File: src/rtl/acia_pkg.sv
package acia_pkg;
  localparam int BYTE_W = 8;

  // control -> datapath strobes
  typedef struct packed {
    logic txLoad;       // move holding byte into the shifter
    logic engineReset;  // master reset of both serial engines
  } engCmd_t;

  // datapath -> control report
  typedef struct packed {
    logic              txBusy;
    logic              rxDone;
    logic [BYTE_W-1:0] rxByte;
  } engStat_t;
endpackage

File: src/rtl/acia_ctrl.sv
module acia_ctrl
  import acia_pkg::*;
#(
  parameter int              ADDR_W   = 8,
  parameter logic [ADDR_W-2:0] BASE_SEL = 7'b0000010
) (
  input  logic              clk,
  input  logic              rstN,
  input  logic [ADDR_W-1:0] busAddr,
  input  logic [BYTE_W-1:0] busDataIn,
  input  logic              rdN,
  input  logic              wrN,
  output logic [BYTE_W-1:0] busDataOut,
  output logic              irq,
  input  engStat_t          stat,
  output engCmd_t           cmd,
  output logic [BYTE_W-1:0] txByte,
  output logic              txEmpty,
  output logic              rxFull
);
  logic selHit, regSel, wrEn, rdEn, mrCmd;
  logic rxIntEn;
  logic [1:0] txCtl;
  logic holdFull;
  logic [BYTE_W-1:0] rxData;

  assign selHit = (busAddr[ADDR_W-1:1] == BASE_SEL);
  assign regSel = busAddr[0];
  assign wrEn   = selHit && !wrN;
  assign rdEn   = selHit && !rdN;
  assign mrCmd  = wrEn && !regSel && (busDataIn[1:0] == 2'b11);

  always_ff @(posedge clk or negedge rstN) begin
    if (!rstN) begin
      rxIntEn  <= 1'b0;
      txCtl    <= 2'b00;
      txByte   <= '0;
      holdFull <= 1'b0;
      rxFull   <= 1'b0;
      rxData   <= '0;
    end else begin
      if (wrEn && !regSel) begin
        rxIntEn <= busDataIn[7];
        txCtl   <= busDataIn[6:5];
      end
      if (mrCmd) begin
        holdFull <= 1'b0;
        rxFull   <= 1'b0;
      end else begin
        if (wrEn && regSel) begin
          txByte   <= busDataIn;
          holdFull <= 1'b1;
        end else if (cmd.txLoad) begin
          holdFull <= 1'b0;
        end
        if (stat.rxDone) begin
          rxData <= stat.rxByte;
          rxFull <= 1'b1;
        end else if (rdEn && regSel) begin
          rxFull <= 1'b0;
        end
      end
    end
  end

  assign txEmpty = !holdFull;
  assign irq = (rxIntEn && rxFull) || ((txCtl == 2'b01) && txEmpty);

  always_comb begin
    cmd.txLoad      = holdFull && !stat.txBusy && !mrCmd;
    cmd.engineReset = mrCmd;
  end

  always_comb begin
    if (!rdEn)       busDataOut = '0;
    else if (regSel) busDataOut = rxData;
    else             busDataOut = {irq, 3'b000, 1'b0, 1'b0, txEmpty, rxFull};
  end
endmodule

File: src/rtl/acia_datapath.sv
module acia_datapath
  import acia_pkg::*;
#(
  parameter int OVERSAMPLE = 16
) (
  input  logic              clk,
  input  logic              rstN,
  input  logic              baudTick,
  input  logic              rxd,
  input  engCmd_t           cmd,
  input  logic [BYTE_W-1:0] txByte,
  output engStat_t          stat,
  output logic              txd
);
  localparam int CNT_W = (OVERSAMPLE > 2) ? $clog2(OVERSAMPLE) : 1;
  localparam logic [CNT_W-1:0] LAST = CNT_W'(OVERSAMPLE - 1);
  localparam logic [CNT_W-1:0] HALF = CNT_W'(OVERSAMPLE / 2 - 1);
  localparam int BIT_W = $clog2(BYTE_W);
  localparam logic [BIT_W-1:0] LAST_BIT = BIT_W'(BYTE_W - 1);

  typedef enum logic [1:0] {S_IDLE, S_START, S_DATA, S_STOP} serState_t;

  // ---------------- transmitter ----------------
  serState_t txState;
  logic [CNT_W-1:0] txCnt;
  logic [BIT_W-1:0] txBit;
  logic [BYTE_W-1:0] txShift;

  always_ff @(posedge clk or negedge rstN) begin
    if (!rstN) begin
      txState <= S_IDLE;
      txCnt   <= '0;
      txBit   <= '0;
      txShift <= '0;
      txd     <= 1'b1;
    end else if (cmd.engineReset) begin
      txState <= S_IDLE;
      txCnt   <= '0;
      txd     <= 1'b1;
    end else if (cmd.txLoad) begin
      txShift <= txByte;
      txState <= S_START;
      txCnt   <= '0;
      txd     <= 1'b0;
    end else if (baudTick && txState != S_IDLE) begin
      if (txCnt == LAST) begin
        txCnt <= '0;
        case (txState)
          S_START: begin
            txState <= S_DATA;
            txBit   <= '0;
            txd     <= txShift[0];
            txShift <= txShift >> 1;
          end
          S_DATA: begin
            if (txBit == LAST_BIT) begin
              txState <= S_STOP;
              txd     <= 1'b1;
            end else begin
              txBit   <= txBit + 1'b1;
              txd     <= txShift[0];
              txShift <= txShift >> 1;
            end
          end
          default: txState <= S_IDLE;
        endcase
      end else begin
        txCnt <= txCnt + 1'b1;
      end
    end
  end

  // ---------------- receiver ----------------
  logic [1:0] rxSync;
  logic rxLine;
  serState_t rxState;
  logic [CNT_W-1:0] rxCnt;
  logic [BIT_W-1:0] rxBit;
  logic [BYTE_W-1:0] rxShift;
  logic rxDone;

  assign rxLine = rxSync[1];

  always_ff @(posedge clk or negedge rstN) begin
    if (!rstN) rxSync <= 2'b11;
    else       rxSync <= {rxSync[0], rxd};
  end

  always_ff @(posedge clk or negedge rstN) begin
    if (!rstN) begin
      rxState <= S_IDLE;
      rxCnt   <= '0;
      rxBit   <= '0;
      rxShift <= '0;
      rxDone  <= 1'b0;
    end else begin
      rxDone <= 1'b0;
      if (cmd.engineReset) begin
        rxState <= S_IDLE;
        rxCnt   <= '0;
      end else if (baudTick) begin
        case (rxState)
          S_IDLE: if (!rxLine) begin
            rxState <= S_START;
            rxCnt   <= '0;
          end
          S_START: begin
            if (rxCnt == HALF) begin
              rxCnt <= '0;
              rxBit <= '0;
              rxState <= rxLine ? S_IDLE : S_DATA;
            end else rxCnt <= rxCnt + 1'b1;
          end
          S_DATA: begin
            if (rxCnt == LAST) begin
              rxCnt   <= '0;
              rxShift <= {rxLine, rxShift[BYTE_W-1:1]};
              if (rxBit == LAST_BIT) rxState <= S_STOP;
              else                   rxBit   <= rxBit + 1'b1;
            end else rxCnt <= rxCnt + 1'b1;
          end
          default: begin
            if (rxCnt == LAST) begin
              rxCnt   <= '0;
              rxState <= S_IDLE;
              rxDone  <= rxLine;
            end else rxCnt <= rxCnt + 1'b1;
          end
        endcase
      end
    end
  end

  always_comb begin
    stat.txBusy = (txState != S_IDLE);
    stat.rxDone = rxDone;
    stat.rxByte = rxShift;
  end
endmodule

File: src/rtl/acia_serial_port.sv
module acia_serial_port
  import acia_pkg::*;
#(
  parameter int                ADDR_W     = 8,
  parameter logic [ADDR_W-2:0] BASE_SEL   = 7'b0000010,
  parameter int                OVERSAMPLE = 16
) (
  input  logic              clk,
  input  logic              rstN,
  input  logic [ADDR_W-1:0] busAddr,
  input  logic [7:0]        busDataIn,
  input  logic              rdN,
  input  logic              wrN,
  output logic [7:0]        busDataOut,
  input  logic              baudTick,
  input  logic              rxd,
  output logic              txd,
  output logic              irq
);
  engCmd_t           cmd;
  engStat_t          stat;
  logic [BYTE_W-1:0] txByte;
  logic              txEmpty;
  logic              rxFull;

  acia_ctrl #(.ADDR_W(ADDR_W), .BASE_SEL(BASE_SEL)) u_ctrl (
    .clk(clk), .rstN(rstN), .busAddr(busAddr), .busDataIn(busDataIn),
    .rdN(rdN), .wrN(wrN), .busDataOut(busDataOut), .irq(irq),
    .stat(stat), .cmd(cmd), .txByte(txByte), .txEmpty(txEmpty), .rxFull(rxFull)
  );

  acia_datapath #(.OVERSAMPLE(OVERSAMPLE)) u_dp (
    .clk(clk), .rstN(rstN), .baudTick(baudTick), .rxd(rxd),
    .cmd(cmd), .txByte(txByte), .stat(stat), .txd(txd)
  );
endmodule

File: config.mk
export PLATFORM = sky130hd
export DESIGN_NAME = acia_serial_port
export DESIGN_NICKNAME = d
export VERILOG_FILES = /design/src/rtl/acia_pkg.sv /design/src/rtl/acia_ctrl.sv /design/src/rtl/acia_datapath.sv /design/src/rtl/acia_serial_port.sv
export SDC_FILE = /design/constraint.sdc
export NUM_CORES = 1
export LEC_CHECK = 0
export BUFFER_PORTS_ARGS = -buffer_cell sky130_fd_sc_hd__buf_2
export CORE_MARGIN = 1
export CORE_UTILIZATION = 60
export CTS_CLUSTER_SIZE = 16
export DETAILED_ROUTE_END_ITERATION = 8
export PLACE_DENSITY = 0.92
export SYNTH_ARGS = -nofsm -noshare
export SYNTH_HDL_FRONTEND = slang
export SYNTH_SLANG_ARGS = --single-unit
File: constraint.sdc
create_clock -name clk -period 4.37 [get_ports clk]
set_input_delay 0.2185 -clock clk [delete_from_list [all_inputs] [get_ports clk]]
set_output_delay 0.2185 -clock clk [all_outputs]
set_load 0.05 [all_outputs]
Word-level counts from Yosys, hierarchy flattened --
Cells that the tools add are included.
Operators by class: add/subtract/negate cells 4, bitwise logic cells 2, reductions and logical operators 43, equal/unequal tests 22, muxes and demuxes 54
Operators with widths (number):
- $mux W8 | 6
- $mux W4 | 9
- $mux W2 | 13
- $reduce_and A6 Y1 | 3
- $pmux W8 S2 | 1
- $mux W1 | 15
- $reduce_bool A3 Y1 | 5
- $mux W3 | 4
- $pmux W3 S2 | 2
- $reduce_bool A2 Y1 | 6
- $logic_and A1 B1 Y1 | 11
- $ne A3 B2 Y1 const B | 3
- $add A4 B1 Y4 const B | 2
- $eq A4 B4 Y1 const B | 2
- $pmux W4 S2 | 1
- $reduce_bool A4 Y1 | 2
- $eq A7 B2 Y1 const B | 1
- $add A3 B1 Y3 const B | 2
- $eq A2 B1 Y1 const B | 3
- $eq A2 B2 Y1 const B | 3
- $eq A3 B3 Y1 const B | 2
- $logic_not A1 Y1 | 6
- $ne A3 B3 Y1 const B | 2
- $pmux W2 S3 | 1
- 14 further kinds | 20
Storage, ports and cells: input port bits 22, logic and storage cells 142, output and inout port bits 10, register bits 59

Depth between registers and ports, before layout --
Gate-level depths: netlist of run 1.
depth in word-level cells 9, gate-level depth with buffers 7, gate-level depth less buffers 6

Hierarchy --
Synthesis of run 1 repeated with hierarchy kept, for this count alone.
Unflattened totals: cell total of the unflattened synthesis 260, area total of the unflattened synthesis 2975.4 um^2
By module, submodules not included:
- acia_datapath | sequential area each 954.7 um^2, cells each 185, area each 2000.7 um^2, instances 1
- acia_ctrl | sequential area each 525.5 um^2, cells each 75, area each 974.7 um^2, instances 1

Worst setup path before layout of run 1 --
No wires, ideal clock.
path kind input to output, start point input port busAddr[3], end point output port busDataOut[0], data arrival time 2.122 ns, stages 3, path slack 2.030 ns, path through or4_4 -> or4_2 -> nor2_1
On the way: longest elaborated chain between the ends 3
Ends and longest elaborated chain:
- start, declared | RTL line acia_serial_port.sv:10 | input logic [ADDR_W-1:0] busAddr,
- $eq A7 B2 Y1 | RTL line acia_ctrl.sv:27 | assign selHit = (busAddr[ADDR_W-1:1] == BASE_SEL);
- $logic_and A1 B1 Y1 | RTL line acia_ctrl.sv:30 | assign rdEn = selHit && !rdN;
- $mux W8 | RTL line acia_ctrl.sv:75 | if (!rdEn) busDataOut = '0;
- end, declared | RTL line acia_serial_port.sv:14 | output logic [7:0] busDataOut,
No other way between the ends.

Worst setup path after layout of run 1 --
start point input port busAddr[3], end point output port busDataOut[6]
The elaborated chain is that of the path after synthesis.

==> metrics.md, run 1 <==
| Metric | Value |
|---|---|
| First-pass DRT Iterations | `4` |
| Status | `finished, final reports clean` |
| Synth Area per Inst | `~12 µm²` |
| Clk_skew | `0.0105 ns` |
| Initial antenna violation count | `0` |
| Clk_lat worst skew | `0.34 ns` |
| VDD IR max | `0.000360 V` |
| Met3 wire len | `about 290 µm` |
| Worst slew pin tran | `0.736 ns` |
| Fin crit period | `2.52 ns` |
| Nets | `around 310` |
| Max Fclk | `0.398 GHz` |
| Post-DR vias/cell | `between 5 and 6` |
| Post-synth EDFFs | `0` |
| Worst setup SP type | `input port` |
| DRT antenna net count | `0` |
| DIE AREA | `5140 µm²` |
| Filler cells | `approximately 280` |
| Antenna Cells | `0` |
| Share of synthesized flip-flops with an asynchronous set or reset | `between 90% and 100%` |
| WL final | `~5700 µm` |
| TritonCTS Sinks | `59` |
| Post-synth top cells | `dfrtp_1, mux2_2, nand2_1, nor2_1, inv_1` |
| CTS tree | `built` |
| Largest family of logic cells by synthesized area | `multiplexers` |
| Tcrit/Tclk final | `~58%` |
| M1 wire length | `2410 µm` |
| Routed WL per cell | `~17 µm` |
| Required time of the critical path | `between 4 and 5 ns` |
| Endpoints failing setup | `0` |
| Final hold viol count | `0` |
| Clock Path Buffers | `2` |
| Synthesized-area fraction occupied by adder cells | `about 4.3%` |
| Post-synthesis sequential area ratio | `50.8%` |
| CP Max Fanout | `5` |
| Via count | `about 2000` |
| Post-synthesis mux area share | `about a fifth` |
| Overflow after GRT | `0` |
| Simple-Gate Fraction of Synth Area | `about 14%` |
| RSZ-0062 raised after global routing | `false` |
| Number of max-cap violations | `0` |
| Design Power | `roughly 0.0017 W` |
| Leakage | `about 1.7 nW` |
| Ys flop type | `dfrtp_1` |
| Synth Register Bits | `slightly below 60` |
| Setup CP Type | `input port to primary output` |
| Post-Syn Area | `between 2000 and 3000 µm²` |
| DRT iter0 DRCs | `between 150 and 200` |
| Slew Viols, Final | `0` |
| Ys Warns | `0` |
| XOR/XNOR share of the synthesized area | `0.902%` |
| Setup_tns | `0 ns` |
| Top routing layer used | `met4` |
| Min-Delay Path Class | `input port to async pin` |
| DPL Wire Length | `roughly 3800 µm` |
| Most area-hungry cell type in the Yosys netlist | `dfrtp_1` |
| Row count | `24` |
| Netlist cell types | `46` |
| Port bufs | `31` |
| Max-slew headroom | `approximately half` |
| Compound-Gate Fraction of Synth Area | `between 6 and 7%` |
| Top-Level Pins | `32` |
| RR Startpoint | `u_dp.txState[0]` |
| CP Launch Point | `busAddr[3]` |
| CTS root buf | `clkbuf_8` |
| Chip height | `approximately 72 µm` |
| Total clock buffers created by CTS | `9` |
| Global-route wire length before repair | `between 9000 and 10000 µm` |
| Most common cell in the synthesized netlist | `dfrtp_1` |
| Post-Syn Nets | `approximately 280` |
| Core box area | `roughly 4500 µm²` |
| Hold slack | `0.0220 ns` |
| Area Growth Syn to Fin | `15.0%` |
| Mapped Cells | `246` |
| Vias in the first global route | `roughly 2100` |
| Top-area cell type share of the netlist area | `about half` |
| Largest net degree at the start of global routing | `60` |
| Share of cells above drive strength 1 | `37.1%` |
| Clock transition at the registers of the reported paths | `0.06 ns` |
| Crit path DAT | `2.30 ns` |
| Initial Utilization | `64.7%` |
| Critical path capture point type | `primary output` |
| Pwr Density | `just over 500 nW/µm²` |
| DRC Markers | `0` |
| Routability cong. | `around 0.9` |
| Clock H-tree levels | `3` |
| Die W | `71.7 µm` |
| Largest cells by area after synthesis | `dfrtp_1, mux2_2, ha_1` |
| Met2 WL post-DR | `approximately 2800 µm` |
| Total track usage | `between 20% and 30%` |
-- flip-flops by register name, summed over array words and instances, names as in the netlist --
signal,count
u_ctrl.rxData,8
u_ctrl.txByte,8
u_dp.rxShift,8
u_dp.txShift,8
u_dp.rxCnt,4
u_dp.txCnt,4
u_dp.rxBit,3
u_dp.txBit,3
u_ctrl.txCtl,2
u_dp.rxState,2
u_dp.rxSync,2
u_dp.txState,2
u_ctrl.holdFull,1
u_ctrl.rxFull,1
u_ctrl.rxIntEn,1
u_dp.rxDone,1
u_dp.txd,1
-- where the power goes --
part	total (W)	leakage [nW]	switching (W)	internal, W
registers	0.000725	0.772	0.0000898	0.000635
clock network	0.000604	0.123	0.000211	0.000393
logic	0.000355	0.781	0.000196	0.000160
-- layer usage --
layer / vias up / track usage (%)
met5: - / 0
met4: 0 / 14.2
met3: 16 / 7.74
met2: 62 / 38.4
met1: 979 / 31.6
li1: 948 / -
-- final cells by class --
type                            instances  area (µm²)  area share, %
Multi-Input combinational cell        166        1340           40.1
Inverter                               11        41.3           1.23
Clock inverter                          5         100           2.99
Sequential cell                        59        1480           44.2
Tap cell                               52        65.1           1.94
Clock buffer                           11         141           4.22
Timing Repair Buffer                   34         180           5.38
-- worst max-delay path, stage by stage --
cell,delay (ns)
buf_2,0.10
or4_4,0.57
or4_2,0.70
nor2_1,0.26
and2_2,0.19
buf_2,0.26
-- final timing paths --
path,cells after the start,slack (ns),to
setup / recovery,6,1.85,busDataOut[6]
setup reg to reg,6,2.22,u_dp.txShift[6]
max in group asynchronous,2,3.86,u_dp.rxState[0]
min in group clk,2,0.12,u_ctrl.txByte[4]
hold / removal,2,0.02,u_ctrl.txByte[3]
hold reg to reg,0,0.36,u_dp.rxSync[1]
-- cells in the final DEF (no fill, tap or decap), types with 8 or more instances in the layout --
cell / instances
buf_2: 31
clkbuf_8: 10
mux2i_1: 9
mux2_2: 43
nand2_1: 17
dfrtp_1: 56
inv_1: 11
nor2_1: 17
ha_1: 10
a21oi_1: 8
-- kinds of logic after synthesis --
kind of cell	count (synthesis)
compound gates	28
simple gates	72
fa+ha+maj	10
flops	59
buf+inv	21
mux	53
xor+xnor	3
-- per-stage QoR --
stage          util [%]  setup WS [ns]  std cells  area [µm²]
2_1_floorplan         -           2.03        246        2910
3_3_place_gp       68.8           1.88        321        3100
3_5_place_dp       68.8           1.86        321        3100
4_1_cts            74.4           1.85        338        3350
5_1_grt            74.4           1.75        338        3350
6_report           74.4           1.85        338        3350
-- timing repair --
item,in CTS,in global routing
hold buffers,1,0
buffers inserted,0,0
endpoints found under the hold margin,1,0
gates resized for setup,0,0
(Power assumes the default switching activity.)
==> run 2, diff against run 1 <==
Settings changed: CORE_UTILIZATION 60 to 52, PLACE_DENSITY 0.92 to 0.86.
Clock period 4.37 ns to 2.2 ns, I/O delays scaled along.
==> run 2 against run 1 <==
Routed wire length rose by 0.26%. Critical endpoint is now busDataOut[4]. Highest routed layer unchanged. Register-to-register slack worse by 2.0 ns. Via count rose by 2.4%.
==> metrics.md, run 2 (synthesis gave the netlist of run 1 again) <==
| Metric | Value |
|---|---|
| Max Fclk | `about 0.47 GHz` |
| Largest net degree at the start of global routing | `30` |
| Worst setup SP type | `input port` |
| Area Growth Syn to Fin | `17.2%` |
| DRC Markers | `0` |
| Critical path capture point type | `primary output` |
| Most frequent cells in the layout | `dfrtp_1, mux2_2, buf_2, nor2_1, nand2_1` |
| Die W | `76.9 µm` |
| Worst r2r path cells | `6` |
| Commonest non-fill, non-tap cell in the layout | `dfrtp_1` |
| RR Startpoint | `u_dp.txState[0]` |
| Hold path startpoint | `busDataIn[0]` |
| Design Power | `just over 0.003 W` |
| Worst path bufs/invs | `3` |
| Min-Delay Path Class | `input port to flop` |
| Tcrit/Tclk final | `97.5%` |
| Antenna Cells | `0` |
| Total clock buffers created by CTS | `9` |
| Routability cong. | `0.875` |
| Slowest stage cell, crit path | `or4_2` |
| DPL Wire Length | `roughly 4100 µm` |
| Initial Utilization | `between 50% and 60%` |
| CTS root buf | `clkbuf_8` |
| Share of cells above drive strength 1 | `between 30% and 40%` |
| DRT iter0 DRCs | `~170` |
| Slew Viols, Final | `0` |
| Leakage | `around 1.7 nW` |
| VDD IR max | `between 0.0005 and 0.0006 V` |
| Worst R2R End | `u_dp.txBit[0]` |
| Total stage count of the critical path | `7` |
| Total track usage | `21.8%` |
| CP Max Fanout | `5` |
| Status | `finished, final reports clean` |
| Endpoints failing setup | `0` |
| Setup CP Type | `input port to primary output` |
| Pwr Density | `~880 nW/µm²` |
| Hold slack | `0.0214 ns` |
| Crit path cell chain | `buf_2 -> or4_4 -> or4_2 -> nor2_1 -> buf_4 -> and2_2 -> buf_2` |
| Final hold viol count | `0` |
| Initial antenna violation count | `0` |
| Crit path DAT | `between 2 and 2.5 ns` |
| First-pass DRT Iterations | `4` |
| TritonCTS Sinks | `59` |
| Via count | `around 2100` |
| Global-route wire length before repair | `9790 µm` |
| Overflow after GRT | `0` |
| Port bufs | `31` |
| Top-Level Pins | `32` |
| CTS tree | `built` |
| Max-slew headroom | `around three fifths` |
| Final design utilization | `about 65%` |
| Hold path depth | `2` |
| Chip height | `between 70 and 80 µm` |
| Clock transition at the registers of the reported paths | `0.06 ns` |
| Hold EP | `u_ctrl.txByte[0]` |
| RSZ-0062 raised after global routing | `false` |
| Clock H-tree levels | `3` |
| DRT antenna net count | `0` |
| CP top delay family | `simple AND/OR/NAND/NOR gates` |
| Filler cells | `380` |
| CP max stage delay | `about 0.65 ns` |
| Row count | `26` |
| Final Cell Area | `3410 µm²` |
| Required time of the critical path | `~2.1 ns` |
| WL final | `5680 µm` |
| Core box area | `~5200 µm²` |
| Clk_skew | `0.00666 ns` |
| DIE AREA | `about 6000 µm²` |
| Clock Path Buffers | `2` |
| Post-DR vias/cell | `around 5.6` |
| CP most frequent cell | `buf_2` |
| Fin crit period | `2.14 ns` |
| Vias in the first global route | `between 2000 and 2500` |
| Cell Area, Placed | `~3200 µm²` |
| Nets | `around 330` |
| Clk_lat worst skew | `approximately 0.34 ns` |
| Setup slack, reg-to-reg | `roughly 0.18 ns` |
| Routed WL per cell | `between 15 and 20 µm` |
| Number of max-cap violations | `0` |
| Setup_tns | `0 ns` |
| Worst slew pin tran | `around 0.63 ns` |
[run 2: timing repair]
action,4_1_cts,5_1_grt
endpoints found under the setup margin,0,3
hold buffers,4,0
resized for setup,0,1
buffers inserted,0,0
endpoints found under the hold margin,29,0
[run 2: routing by layer]
layer,vias up,wire [µm],track usage [%]
met5,-,0,0
met4,0,159,10.8
met3,12,255,6.55
met2,46,2850,36.4
met1,1031,2420,25.4
li1,964,-,-
[run 2: cell type report]
class | count | area, µm² | area share [%]
clock buffer | 14 | 163 | 4.76
clock inverter | 2 | 10.0 | 0.293
inverter | 11 | 41.3 | 1.21
multi-input combinational | 166 | 1350 | 39.5
sequential | 59 | 1480 | 43.3
tap | 70 | 87.6 | 2.57
timing repair buffer | 47 | 285 | 8.35
[run 2: how the worst max path moves through the flow]
stage	slack, ns	startpoint	to
floorplan	0.08	busAddr[3]	busDataOut[0]
global placement	0.07	busAddr[3]	busDataOut[2]
detailed placement	0.04	busAddr[3]	u_dp.rxShift[0]
CTS	0.07	busAddr[3]	busDataOut[4]
global route	0.02	busAddr[3]	busDataOut[2]
finish	0.06	busAddr[3]	busDataOut[4]
[run 2: report_power, final]
group / switching, W / internal, W
clock network: 0.000407 / 0.000468
logic: 0.000388 / 0.000327
registers: 0.000169 / 0.00126
total: 0.000964 / 0.00206
[run 2: metrics by stage]
stage / std cells / worst slack, ns
final: 369 / 0.0554
after global routing: 369 / 0.0184
after CTS: 369 / 0.0715
after detailed placement: 349 / 0.0448
after global placement: 349 / 0.0716
after floorplan: 246 / 0.0765
==> run 3, diff against run 2 <==
Settings changed: GPL_TIMING_DRIVEN from default to 0.
==> run 3 against run 2 <==
Worst setup slack improved by 0.093 ns. Total power rose by 1.7%. Clock skew rose by 0.0013 ns. Register-to-register slack got worse by 0.03 ns. Non-clock buffer count fell by 4. Via count fell by 0.34%. Worst hold slack improved by 0.00051 ns. Clock power rose by 4.5%. First-iteration DRC count fell by 44%. Sequential power fell by 3%. Final area fell by 0.40%. Critical endpoint is now u_dp.txBit[0]. Largest cell class unchanged. Largest power group unchanged.
==> metrics.md, run 3 (synthesis gave the netlist of run 1 again) <==
| Metric | Value |
|---|---|
| Status | `finished, final reports clean` |
| Min-Delay Path Class | `input port to flop` |
| Critical path capture point type | `flop` |
| First-pass DRT Iterations | `4` |
| Total track usage | `~22%` |
| Clock Path Buffers | `2` |
| CP Max Fanout | `6` |
| Switching part of the total power | `a little under a third` |
| DIE AREA | `about 6000 µm²` |
| Area Growth Syn to Fin | `16.7%` |
| Setup slack, reg-to-reg | `between 0.1 and 0.15 ns` |
| Routability cong. | `around 0.83` |
| CTS tree | `built` |
| Die W | `76.9 µm` |
| Worst R2R End | `u_dp.txBit[0]` |
| Chip height | `about 77 µm` |
| Footprint of the multi-input gates | `between 1000 and 1500 µm²` |
| DRT iter0 DRCs | `97` |
| Reg power frac | `a little under half` |
| Commonest non-fill, non-tap cell in the layout | `dfrtp_1` |
| Psw | `between 0.0009 and 0.001 W` |
| Largest net degree at the start of global routing | `60` |
| RR Startpoint | `u_dp.txState[0]` |
| Required time of the critical path | `2.42 ns` |
| Slew Viols, Final | `0` |
| Clock transition at the registers of the reported paths | `about 0.060 ns` |
| Max-slew headroom | `roughly half` |
| Initial antenna violation count | `0` |
| Leakage | `between 1.5 and 2 nW` |
| Max Fclk | `~0.49 GHz` |
| Worst setup SP type | `flop` |
| DPL Wire Length | `approximately 4000 µm` |
| Comb pwr share | `roughly 25%` |
| Post-DR vias/cell | `~5.6` |
| Top Usage Layer GRT | `met2` |
| Clock H-tree levels | `3` |
| P_int | `~0.0021 W` |
| Share of cells above drive strength 1 | `36.3%` |
| Row count | `26` |
| Hold slack | `around 0.022 ns` |
| VDD IR max | `between 0.0006 and 0.0007 V` |
| Pwr Density | `~900 nW/µm²` |
| Initial Utilization | `between 50% and 60%` |
| DRT antenna net count | `0` |
| Worst r2r path cells | `6` |
| Hold path depth | `2` |
| Met1 usage | `roughly a quarter` |
| Tcrit/Tclk final | `between 90 and 100%` |
| TritonCTS Sinks | `just under 60` |
| Core box area | `approximately 5200 µm²` |
| Met3 Track Usage GR | `6.55%` |
| Final hold viol count | `0` |
| Setup_tns | `0 ns` |
| Number of max-cap violations | `0` |
| Via count | `2046` |
| Port bufs | `29` |
| Clk_skew | `about 0.0080 ns` |
| Hold EP | `u_ctrl.txByte[0]` |
| DRC Markers | `0` |
| Worst slew pin tran | `between 0.7 and 0.8 ns` |
| Overflow after GRT | `0` |
| Setup repair bufs after CTS | `0` |
| Endpoints failing setup | `0` |
| Routed WL per cell | `15.5 µm` |
| Top-Level Pins | `32` |
| Total clock buffers created by CTS | `9` |
| Reg area | `1480 µm²` |
| Most frequent cells in the layout | `dfrtp_1, mux2_2, buf_2, nand2_1, nor2_1` |
| RSZ-0062 raised after global routing | `false` |
| Clk_lat worst skew | `0.34 ns` |
| WL final | `roughly 5700 µm` |
| CTS root buf | `clkbuf_8` |
| Setup CP Type | `flop to flop` |
| Filler cells | `around 380` |
| Nets | `~320` |
| Global-route wire length before repair | `9740 µm` |
| Grt met2 use | `between 30% and 40%` |
| Hold path startpoint | `busDataIn[0]` |
| Vias in the first global route | `2074` |
| Antenna Cells | `0` |
| Crit path DAT | `2.27 ns` |
| Clock power frac | `around 30%` |
| Fin crit period | `between 2 and 2.5 ns` |
run 3: changes by cell type in the layout (fill, tap and decap cells not counted):
cell,before,now
buf_6,0,1
or4_2,1,0
clkbuf_1,3,8
nor2_4,0,1
or4_4,2,3
clkbuf_8,11,12
nor2_1,17,16
buf_2,31,25
buf_4,12,7
run 3: worst max-delay path by stage:
stage | start | end
after detailed placement | busAddr[3] | busDataOut[6]
after global placement | busAddr[3] | busDataOut[2]
final | u_dp.txState[0] | u_dp.txBit[0]
after floorplan | busAddr[3] | busDataOut[0]
after CTS | busAddr[3] | busDataOut[6]
after global routing | u_dp.txState[0] | u_dp.txBit[0]
run 3: layout make-up:
| class | instances | area share [%] |
|---|---|---|
| multi-input combinational | 166 | 39.9 |
| inverter | 11 | 1.21 |
| timing repair buffer | 33 | 5.89 |
| buffer | 10 | 1.51 |
| clock inverter | 2 | 0.294 |
| tap | 70 | 2.58 |
| clock buffer | 14 | 5.08 |
| sequential | 59 | 43.5 |
run 3: power groups by stage:
stage / Sequential, W / Combinational (W) / Clock (W)
CTS: 0.00139 / 0.000762 / 0.000931
detailed placement: 0.00140 / 0.000737 / 0
global placement: 0.00139 / 0.000701 / 0
floorplan: 0.00140 / 0.000557 / 0
global route: 0.00141 / 0.000870 / 0.000972
finish: 0.00139 / 0.000771 / 0.000913
run 3: critical path, stage by stage, from the launching register on:
cell and delay (ns):
dfrtp_1 0.39, inv_1 0.09, ha_1 0.27, nand2b_1 0.24, nor2_1 0.45, nand4_4 0.20
mux2_2 0.30
run 3: what timing repair did:
item / CTS / global route
endpoints found under the hold margin: 3 / 56
gates resized for setup: 7 / 3
hold buffers: 3 / 1
setup endpoints to repair: 6 / 6
run 3: per-stage QoR:
| stage | area (µm²) | total power [W] | instances | util (%) | setup WS, ns |
|---|---|---|---|---|---|
| after floorplan | 2910 | 0.00196 | 246 | - | 0.0765 |
| after global placement | 3150 | 0.00209 | 345 | 60.1 | -0.108 |
| after detailed placement | 3150 | 0.00214 | 345 | 60.1 | -0.135 |
| after CTS | 3380 | 0.00308 | 364 | 64.5 | 0.0158 |
| after global routing | 3400 | 0.00325 | 365 | 64.9 | 0.0246 |
| final | 3400 | 0.00307 | 365 | 64.9 | 0.148 |
run 3: routing by layer:
layer | routed length (µm) | vias up
met2 | 2810 | 61
met4 | 162 | 0
met1 | 2460 | 1005
li1 | - | 961
met3 | 229 | 19
met5 | 0 | -
